### src/rtl/bgc_pkg.sv
package bgc_pkg;
  localparam int BANK_W    = 32;
  localparam int NUM_KINDS = 8;

  typedef enum logic [2:0] {
    RK_LEVEL, RK_DIR, RK_SET, RK_CLR, RK_RISE, RK_FALL, RK_STAT, RK_MASK
  } reg_kind_e;

  function automatic int unsigned kind_offset(input int k);
    case (k)
      0:       return 'h00;
      1:       return 'h0C;
      2:       return 'h18;
      3:       return 'h24;
      4:       return 'h30;
      5:       return 'h3C;
      6:       return 'h48;
      default: return 'h9C;
    endcase
  endfunction

  function automatic int unsigned bank_offset(input int b);
    return (b < 3) ? b * 4 : 'h100 + (b - 3) * 4;
  endfunction

  function automatic int unsigned reg_addr(input int b, input int k);
    return kind_offset(k) + bank_offset(b);
  endfunction

  function automatic logic [BANK_W-1:0] pop_mask(input int b, input int npins);
    logic [BANK_W-1:0] m;
    for (int i = 0; i < BANK_W; i++) m[i] = ((b * BANK_W + i) < npins);
    return m;
  endfunction

  function automatic logic [BANK_W-1:0] edge_hits(
    input logic [BANK_W-1:0] now_lvl, input logic [BANK_W-1:0] old_lvl,
    input logic [BANK_W-1:0] rise_en, input logic [BANK_W-1:0] fall_en);
    return (now_lvl & ~old_lvl & rise_en) | (~now_lvl & old_lvl & fall_en);
  endfunction
endpackage

### src/rtl/bgc_sync.sv
module bgc_sync #(
  parameter int W = 8
) (
  input  logic         clk,
  input  logic         rst_n,
  input  logic [W-1:0] d,
  output logic [W-1:0] q
);
  logic [W-1:0] stage1;

  always_ff @(posedge clk or negedge rst_n) begin
    if (!rst_n) begin
      stage1 <= '0;
      q      <= '0;
    end else begin
      stage1 <= d;
      q      <= stage1;
    end
  end
endmodule

### src/rtl/bgc_decode.sv
module bgc_decode
  import bgc_pkg::*;
#(
  parameter int ADDR_W    = 10,
  parameter int NUM_BANKS = 2
) (
  input  logic [ADDR_W-1:0]                         addr,
  output logic [NUM_BANKS-1:0][NUM_KINDS-1:0]       hit
);
  for (genvar b = 0; b < NUM_BANKS; b++) begin : g_bank
    for (genvar k = 0; k < NUM_KINDS; k++) begin : g_kind
      localparam int unsigned ADDR_HIT = reg_addr(b, k);
      assign hit[b][k] = (addr == ADDR_W'(ADDR_HIT));
    end
  end
endmodule

### src/rtl/bgc_bank.sv
module bgc_bank
  import bgc_pkg::*;
#(
  parameter logic [31:0] VALID = 32'hFFFF_FFFF
) (
  input  logic                 clk,
  input  logic                 rst_n,
  input  logic [BANK_W-1:0]    lvl,
  input  logic [NUM_KINDS-1:0] hit,
  input  logic                 we,
  input  logic [BANK_W-1:0]    wdata,
  output logic [BANK_W-1:0]    rd_val,
  output logic [BANK_W-1:0]    out_lat,
  output logic [BANK_W-1:0]    dir_lat,
  output logic [BANK_W-1:0]    evt,
  output logic [BANK_W-1:0]    stat,
  output logic [BANK_W-1:0]    clr_bits,
  output logic                 pend
);
  logic [BANK_W-1:0] rise_q, fall_q, mask_q, prev_q;
  logic [BANK_W-1:0] set_bits, drop_bits, wmask;

  assign wmask     = wdata & VALID;
  assign set_bits  = (we && hit[RK_SET]) ? wmask : '0;
  assign drop_bits = (we && hit[RK_CLR]) ? wmask : '0;
  assign clr_bits  = (we && hit[RK_STAT]) ? wmask : '0;
  assign evt       = edge_hits(lvl, prev_q, rise_q, fall_q) & VALID;
  assign pend      = |(stat & mask_q);

  always_ff @(posedge clk or negedge rst_n) begin
    if (!rst_n) begin
      dir_lat <= '0;
      out_lat <= '0;
      rise_q  <= '0;
      fall_q  <= '0;
      mask_q  <= '0;
      stat    <= '0;
      prev_q  <= '0;
    end else begin
      prev_q  <= lvl;
      out_lat <= (out_lat | set_bits) & ~drop_bits;
      stat    <= (stat & ~clr_bits) | evt;
      if (we && hit[RK_DIR])  dir_lat <= wmask;
      if (we && hit[RK_RISE]) rise_q  <= wmask;
      if (we && hit[RK_FALL]) fall_q  <= wmask;
      if (we && hit[RK_MASK]) mask_q  <= wmask;
    end
  end

  always_comb begin
    rd_val = '0;
    if (hit[RK_LEVEL]) rd_val |= lvl & VALID;
    if (hit[RK_DIR])   rd_val |= dir_lat;
    if (hit[RK_RISE])  rd_val |= rise_q;
    if (hit[RK_FALL])  rd_val |= fall_q;
    if (hit[RK_STAT])  rd_val |= stat;
    if (hit[RK_MASK])  rd_val |= mask_q;
  end
endmodule

### src/rtl/bank_gpio_ctrl.sv
module bank_gpio_ctrl
  import bgc_pkg::*;
#(
  parameter int NUM_PINS = 40,
  parameter int ADDR_W   = 10
) (
  input  logic                clk,
  input  logic                rst_n,
  input  logic [ADDR_W-1:0]   bus_addr,
  input  logic                bus_we,
  input  logic [31:0]         bus_wdata,
  output logic [31:0]         bus_rdata,
  input  logic [NUM_PINS-1:0] pin_in,
  output logic [NUM_PINS-1:0] pin_out,
  output logic [NUM_PINS-1:0] pin_oe,
  output logic                irq
);
  localparam int NUM_BANKS = (NUM_PINS + BANK_W - 1) / BANK_W;
  localparam int PAD_W     = NUM_BANKS * BANK_W;

  logic [NUM_PINS-1:0]                  pin_sync;
  logic [PAD_W-1:0]                     lvl_pad, out_pad, oe_pad;
  logic [PAD_W-1:0]                     evt_all, stat_all, clr_all;
  logic [NUM_BANKS-1:0][NUM_KINDS-1:0]  hit;
  logic [BANK_W-1:0]                    rd_val [NUM_BANKS];
  logic [NUM_BANKS-1:0]                 pend;
  logic                                 pend_any, out_wr_any, dir_wr_any;

  bgc_sync #(.W(NUM_PINS)) u_sync (
    .clk(clk), .rst_n(rst_n), .d(pin_in), .q(pin_sync)
  );

  assign lvl_pad = PAD_W'(pin_sync);

  bgc_decode #(.ADDR_W(ADDR_W), .NUM_BANKS(NUM_BANKS)) u_dec (
    .addr(bus_addr), .hit(hit)
  );

  for (genvar b = 0; b < NUM_BANKS; b++) begin : g_bank
    bgc_bank #(.VALID(pop_mask(b, NUM_PINS))) u_bank (
      .clk      (clk),
      .rst_n    (rst_n),
      .lvl      (lvl_pad[b*BANK_W +: BANK_W]),
      .hit      (hit[b]),
      .we       (bus_we),
      .wdata    (bus_wdata),
      .rd_val   (rd_val[b]),
      .out_lat  (out_pad[b*BANK_W +: BANK_W]),
      .dir_lat  (oe_pad[b*BANK_W +: BANK_W]),
      .evt      (evt_all[b*BANK_W +: BANK_W]),
      .stat     (stat_all[b*BANK_W +: BANK_W]),
      .clr_bits (clr_all[b*BANK_W +: BANK_W]),
      .pend     (pend[b])
    );
  end

  if (PAD_W > NUM_PINS) begin : g_spare
    logic spare_unused;
    assign spare_unused = ^{out_pad[PAD_W-1:NUM_PINS], oe_pad[PAD_W-1:NUM_PINS]};
  end

  assign pin_out  = out_pad[NUM_PINS-1:0];
  assign pin_oe   = oe_pad[NUM_PINS-1:0];
  assign pend_any = |pend;

  always_comb begin
    bus_rdata  = '0;
    out_wr_any = 1'b0;
    dir_wr_any = 1'b0;
    for (int b = 0; b < NUM_BANKS; b++) begin
      bus_rdata  |= rd_val[b];
      out_wr_any |= bus_we & (hit[b][RK_SET] | hit[b][RK_CLR]);
      dir_wr_any |= bus_we & hit[b][RK_DIR];
    end
  end

  always_ff @(posedge clk or negedge rst_n) begin
    if (!rst_n) irq <= 1'b0;
    else        irq <= pend_any;
  end
endmodule

### config.mk
export PLATFORM = sky130hd
export DESIGN_NAME = bank_gpio_ctrl
export DESIGN_NICKNAME = d
export VERILOG_FILES = /design/src/rtl/bgc_pkg.sv /design/src/rtl/bgc_sync.sv /design/src/rtl/bgc_decode.sv /design/src/rtl/bgc_bank.sv /design/src/rtl/bank_gpio_ctrl.sv
export SDC_FILE = /design/constraint.sdc
export NUM_CORES = 1
export LEC_CHECK = 0
export BUFFER_PORTS_ARGS = -buffer_cell sky130_fd_sc_hd__buf_2
export CAP_MARGIN = 20
export CORE_MARGIN = 1.5
export CORE_UTILIZATION = 56
export DETAILED_ROUTE_END_ITERATION = 8
export PLACE_DENSITY = 0.78
export SLEW_MARGIN = 20
export SYNTH_ARGS = -nofsm -noshare
export SYNTH_HDL_FRONTEND = slang
export SYNTH_SLANG_ARGS = --single-unit
### constraint.sdc
create_clock -name clk -period 2.46 [get_ports clk]
set_input_delay 0.492 -clock clk [delete_from_list [all_inputs] [get_ports clk]]
set_output_delay 0.492 -clock clk [all_outputs]
set_load 0.01 [all_outputs]
======== After elaboration in Yosys (flattened, before gate mapping) ========
Index checks and enable logic that the tools add are counted.
storage, ports and cells
  output and inout bits ................... 113
  bits in registers ....................... 409
  input bits .............................. 85
  word-level logic and storage cells ...... 105
cells by class
  equality and inequality tests ........... 15
  reduce and logical (&&, ||, !) cells .... 16
  multiplexer cells ....................... 18
  bitwise operators ....................... 39
operators with widths
  kind                                                               number
  32-bit two-way mux                                                 14
  32-bit OR                                                          11
  32-bit AND                                                         9
  32-bit inverter                                                    6
  32-bit by 8-bit OR with 32-bit output                              5
  64-bit OR reduction                                                1
  10-bit by 6-bit == test with 1-bit output (second input constant)  5
  32-bit by 8-bit AND with 32-bit output                             1
  8-bit AND                                                          4
  8-bit two-way mux                                                  4
  10-bit by 5-bit == test with 1-bit output (second input constant)  3
  10-bit by 7-bit == test with 1-bit output (second input constant)  3
  10-bit by 8-bit == test with 1-bit output (second input constant)  2
  8-bit inverter                                                     2
  1-bit logical AND                                                  14
  10-bit by 3-bit == test with 1-bit output (second input constant)  1
  10-bit by 4-bit == test with 1-bit output (second input constant)  1
  10-bit zero test                                                   1
  8-bit OR                                                           1

======== Logic depth before layout (Yosys ltp) ========
  depth after elaboration ................. 13
  mapped depth ............................ 9
  mapped depth without buffers ............ 5

======== Hierarchy ========
From an unflattened synthesis, not the netlist that was laid out.
unflattened totals
  cell total of the unflattened synthesis .. 1,304
  area total of the unflattened synthesis .. 15,904.0 µm²
modules (own cells, without submodules)
  module                        times used  sequential area each (µm²)  cells each  area an instance (µm²)
  bgc_bank at g_bank[0].u_bank  1           5,605.4                     811         9,741.8
  bgc_bank at g_bank[1].u_bank  1           1,401.3                     349         3,732.3
  bgc_sync                      1           2,001.9                     80          2,001.9
  bank_gpio_ctrl                1           25.0                        35          235.2
  bgc_decode                    1           0.0                         29          192.7

======== Least setup slack after synthesis ========
Ideal clock, no wire load.
  path type ............................... input-to-output
  start point ............................. input bus_addr[4]
  end point ............................... output bus_rdata[21]
  slack ................................... 6 ps
  required time ........................... 1,968 ps
  arrival time ............................ 1,962 ps
  path buffers ............................ 3
  stages .................................. 7
  path through ............................ buf_2 > nor4b_4 > and3_1 > buf_2 > clkbuf_1 > a222oi_1 > o21ai_0
between the ends
  longest elaborated chain between the ends .. 13
  elaborated cells on any way between the ends .. 32
  classes of those cells .................. eq/ne (10); mux (11); bitwise (10); reduce/logical (1)
ends and longest elaborated chain
  what                RTL line              RTL
  start: declaration  bank_gpio_ctrl.sv:9   input logic [ADDR_W-1:0] bus_addr,
  10-bit zero test    bgc_decode.sv:13      assign hit[b][k] = (addr == ADDR_W'(ADDR_HIT));
  32-bit two-way mux  bgc_bank.sv:52        if (hit[RK_LEVEL]) rd_val |= lvl & VALID;
  32-bit OR           bgc_bank.sv:53        if (hit[RK_DIR]) rd_val |= dir_lat;
  32-bit two-way mux  bgc_bank.sv:53
  32-bit OR           bgc_bank.sv:54        if (hit[RK_RISE]) rd_val |= rise_q;
  32-bit two-way mux  bgc_bank.sv:54
  32-bit OR           bgc_bank.sv:55        if (hit[RK_FALL]) rd_val |= fall_q;
  32-bit two-way mux  bgc_bank.sv:55
  32-bit OR           bgc_bank.sv:56        if (hit[RK_STAT]) rd_val |= stat;
  32-bit two-way mux  bgc_bank.sv:56
  32-bit OR           bgc_bank.sv:57        if (hit[RK_MASK]) rd_val |= mask_q;
  32-bit two-way mux  bgc_bank.sv:57
  32-bit OR (*)       bank_gpio_ctrl.sv:71  bus_rdata |= rd_val[b];
  end: declaration    bank_gpio_ctrl.sv:12  output logic [31:0] bus_rdata,
Mark *: on every way between the ends. The rest lies on a longest branch, timed or not.

======== Final worst setup path ========
  start point ............................. input bus_addr[7]
  end point ............................... output bus_rdata[3]
between the ends
  longest elaborated chain between the ends .. 13
  elaborated cells on any way between the ends .. 35
  classes of those cells .................. eq/ne (11); mux (12); bitwise (11); reduce/logical (1)
ends and longest elaborated chain
  what                                                                                  RTL line
  10-bit by 3-bit == test with 1-bit output / 10-bit zero test (equally long branches)  bgc_decode.sv:13
  8-bit two-way mux / 32-bit two-way mux (equally long branches)                        bgc_bank.sv:52
  32-bit by 8-bit OR with 32-bit output / 32-bit OR (equally long branches)             bgc_bank.sv:53
  32-bit two-way mux                                                                    bgc_bank.sv:53
  32-bit by 8-bit OR with 32-bit output / 32-bit OR (equally long branches)             bgc_bank.sv:54
  32-bit two-way mux                                                                    bgc_bank.sv:54
  32-bit by 8-bit OR with 32-bit output / 32-bit OR (equally long branches)             bgc_bank.sv:55
  32-bit two-way mux                                                                    bgc_bank.sv:55
  32-bit OR                                                                             bgc_bank.sv:56
  32-bit two-way mux                                                                    bgc_bank.sv:56
  32-bit by 8-bit OR with 32-bit output / 32-bit OR (equally long branches)             bgc_bank.sv:57
  32-bit two-way mux                                                                    bgc_bank.sv:57
  32-bit OR (*)                                                                         bank_gpio_ctrl.sv:71
Marks and branches as above.

==> parameters.txt <==
Parameter                              Value

Layout
  Fraction of final layout cells with drive strength greater than 1    0.3218
  Fillcell total    1772
  Final core utilization    0.7133
  Final #Nets    ~1600
  Multi-input logic area    around 0.0055 mm^2
  Total area of sequential cells    0.009034 mm^2
  Layout-stage area growth over the synthesis result    25.54%

Clock tree
  Clock-pin transition on the worst setup and hold timing paths    0.06 ns
  Number of buffers on the longest clock path    3
  Root buffer cell    clkbuf_16
  Number of sinks driven by the clock tree    361
  Clock tree from TritonCTS    yes
  Latest clock arrival within the worst-skew pair    about 0.53 ns
  Number of H-tree levels    2
  Clock buffer count from CTS    38

STA
  Fmax    0.3867 GHz
  Final count of hold timing violations    0
  Actual slew at the worst max-slew pin    0.5342 ns
  Crit path setup slack, layout    -0.1262 ns
  Final Critical Period    roughly 2.6 ns
  Final setup violation count    25
  Unrepaired setup endpoints after global routing    yes
  Worst max-slew margin expressed relative to the limit    0.6439
  Setup Skew    0.01373 ns
  Crit share post-route    1.051
  Number of max-slew violations in the final report    0

Yosys
  Seq cells post-synth    361
  Proportion of register bits with asynchronous set or reset after synthesis    1.000
  Nets in the synthesized netlist    1284
  Sequential element share of the synthesized area    0.6136
  Mean instance size in the synthesized netlist    12.28 um^2
  Number of flops mapped to enable cells by yosys    0
  Post-synthesis cell type count    51
  Post-synthesis cell type with the largest combined area    dfrtp_1
  Netlist area before placement    0.01472 mm^2
  Leading cell types by total area after synthesis    dfrtp_1, mux2_1, mux2_2, nand2_1, a22oi_1
  Cells after Synth    1199
  Area share of the largest cell type after synthesis    0.6136
  Most instantiated flip-flop cell in the synthesis netlist    dfrtp_1
  Yosys Warn Count    0

Critical path
  Worst setup path startpoint    bus_addr[7]
  Worst EP required    1.97 ns
  Worst-path cell chain    buf_8 -> nor4_4 -> buf_4 -> and3_1 -> buf_12 -> nand3_1 -> o221ai_1 -> a221o_1 -> buf_2
  WP data arrival    2.09 ns
  Critical register-to-register path endpoint    irq
  Critical path start-end classification    input port to primary output
  Cell depth of the worst flop-to-flop path    4
  Worst reg-to-reg setup slack    0.91 ns
  Kind of start point of the critical path    input port
  Startpoint of the worst-slack reg-to-reg timing path    g_bank[0].u_bank.stat[19]
  Largest stage delay, worst path    between 0.3 and 0.4 ns
  Critical Path End Type    primary output
  Worst Path Max Fanout    8
  Slowest cell on crit path    nor4_4

Status
  Result of the run    finished with violations
  Violations in the final reports    negative setup slack

Drt
  Residual DRC count    0
  Antenna viol nets, final    0
  Number of detailed-routing iterations run before antenna repair    6
  Via-to-Cell Ratio    6.195
  Count of routing violations after the opening detailed-route iteration    1099
  Final routed wirelength across all metal layers    42950 um
  Overall via count from detail_route    11360
  Wire length per cell after detailed routing    23.42 um

Min path
  Hold Path Cell Cnt    1
  Capture endpoint of the worst hold path    u_sync.stage1[0]
  Hold path start    pin_in[0]
  Hold crit path type    input port to flop

Floorplan
  DIE AREA    between 0.02 and 0.03 mm^2
  Row count    59
  Die W    165.1 um
  Total core area    roughly 0.026 mm^2
  Initial standard-cell utilization of the core    0.5682
  Y dimension of the die    165.1 um
  Top-level I/O count    roughly 200

Place
  Post-Place Setup Slack    -0.2104 ns
  Final weighted congestion in routability-driven placement    between 1 and 1.5
  HPWL after DPL    28560 um
  Number of buffers added on ports    197

Global routing
  Sum of overflow across all layers after global routing    0
  Number of global-route vias before repair    11470
  Largest net degree at the start of global routing    69
  Total track usage    0.3202
  Global-route wire length before repair    65670 um
  Initial antenna violation count    1

Pwr
  Total chip power    0.01274 W
  Power per cell area    689.4 mW/mm^2
  Leak pwr    9.057 nW
  Peak VDD IR    0.6103 mV

Flow run
  Number of maximum-capacitance violations    0
-- cell families (layout without fill, tap and decap cells) --
kind of cell / Yosys count / after routing / synth area share
AOI/OAI and AO/OA: 319 / 319 / 0.1416
buffers and inverters: 74 / 373 / 0.02439
DFF: 361 / 361 / 0.6136
muxes: 174 / 174 / 0.1319
other: 0 / 1 / 0
and+or+nand+nor: 271 / 271 / 0.08848
-- routing by layer --
metal	vias to the layer above	global-route usage	share of wire
met1	5718	0.4376	0.40
met5	-	0	0
met4	0	0.1294	0.038
li1	4948	-	-
met3	120	0.05619	0.086
met2	575	0.5110	0.47
-- metrics by stage --
step | cells | cell area (um^2) | TNS, ns | hold WS (ns)
after floorplan | 1199 | 14720 | 0 | 0.1964
after global placement | 1755 | 16840 | -3.810 | 0.3317
after detailed placement | 1755 | 16840 | -8.174 | 0.3347
after CTS | 1830 | 18280 | -1.715 | 0.05903
after global routing | 1834 | 18480 | -4.223 | 0.06089
final | 1834 | 18480 | -1.594 | 0.07217
-- cell usage after synthesis (3+ instances only) --
| cell type | n |
|---|---|
| a22o_1 | 3 |
| nor3_1 | 5 |
| mux2_2 | 67 |
| nor3b_1 | 3 |
| a221oi_1 | 3 |
| nand3b_1 | 19 |
| nor2b_1 | 4 |
| mux2_1 | 93 |
| and3_1 | 5 |
| dfrtp_1 | 361 |
| nand3_1 | 8 |
| buf_4 | 4 |
| buf_6 | 3 |
| a222oi_1 | 12 |
| nand2_1 | 173 |
| nor2_1 | 24 |
| buf_2 | 35 |
| nand4_1 | 8 |
| a22oi_1 | 85 |
| o22ai_1 | 38 |
| a21oi_1 | 96 |
| o21ai_0 | 31 |
| o211ai_1 | 16 |
| clkbuf_1 | 30 |
| mux2i_1 | 14 |
| a32oi_1 | 3 |
| a21o_1 | 24 |
-- repair_timing --
item,4_1_cts,5_1_grt
resized for setup,42,38
buffers inserted,7,2
pin swaps,15,13
endpoints found under the setup margin,32,32
gates cloned,0,1
hold buffers,1,0
endpoints found under the hold margin,55,0
-- where the power goes --
group	leakage [nW]	internal, W	switching (W)	total, W
Sequential	4.66	0.00617	0.000203	0.00637
Clock	0.610	0.00329	0.00234	0.00563
Combinational	3.79	0.000303	0.000437	0.000739
Total	9.06	0.00976	0.00298	0.0127
-- worst max-delay path by stage --
stage	to	slack [ns]
detailed placement	bus_rdata[18]	-0.21
CTS	bus_rdata[9]	-0.11
finish	bus_rdata[3]	-0.13
global route	bus_rdata[9]	-0.19
global placement	bus_rdata[5]	-0.18
floorplan	bus_rdata[21]	0.006
-- cell type report --
type                       instances  share of cell area
tap                              335             0.02268
antenna                            1           0.0001354
timing repair buffer             306              0.1213
clock inverter                    11            0.004265
multi-input combinational        764              0.3000
clock buffer                      56             0.06289
sequential                       361              0.4888
-- sequential cells by signal (all words and copies together), names as in the netlist --
name and cells:
g_bank.u_bank.out_lat 40, irq 1, g_bank.u_bank.stat 40, u_sync.stage1 40
g_bank.u_bank.mask_q 40, g_bank.u_bank.prev_q 40, u_sync.q 40, g_bank.u_bank.dir_lat 40
g_bank.u_bank.fall_q 40, g_bank.u_bank.rise_q 40
-- layout by cell type, fill, tap and decap left out, types with 12 or more instances in the layout --
cell type,instances
a21o_1,24
a21oi_1,93
a222oi_1,12
a22oi_1,79
buf_12,25
buf_2,187
buf_4,73
buf_6,15
clkbuf_16,42
dfrtp_1,361
mux2_1,93
mux2_2,67
mux2i_1,14
nand2_1,170
nand3b_1,19
nor2_1,16
o211ai_1,16
o21ai_0,21
o22ai_1,30
-- worst max-delay path: cells and delay by family --
kind,cells,cell delay (ns)
compound gates,2,0.31
buf+inv,4,0.61
simple gates,3,0.68
(Power assumes the default switching activity.)
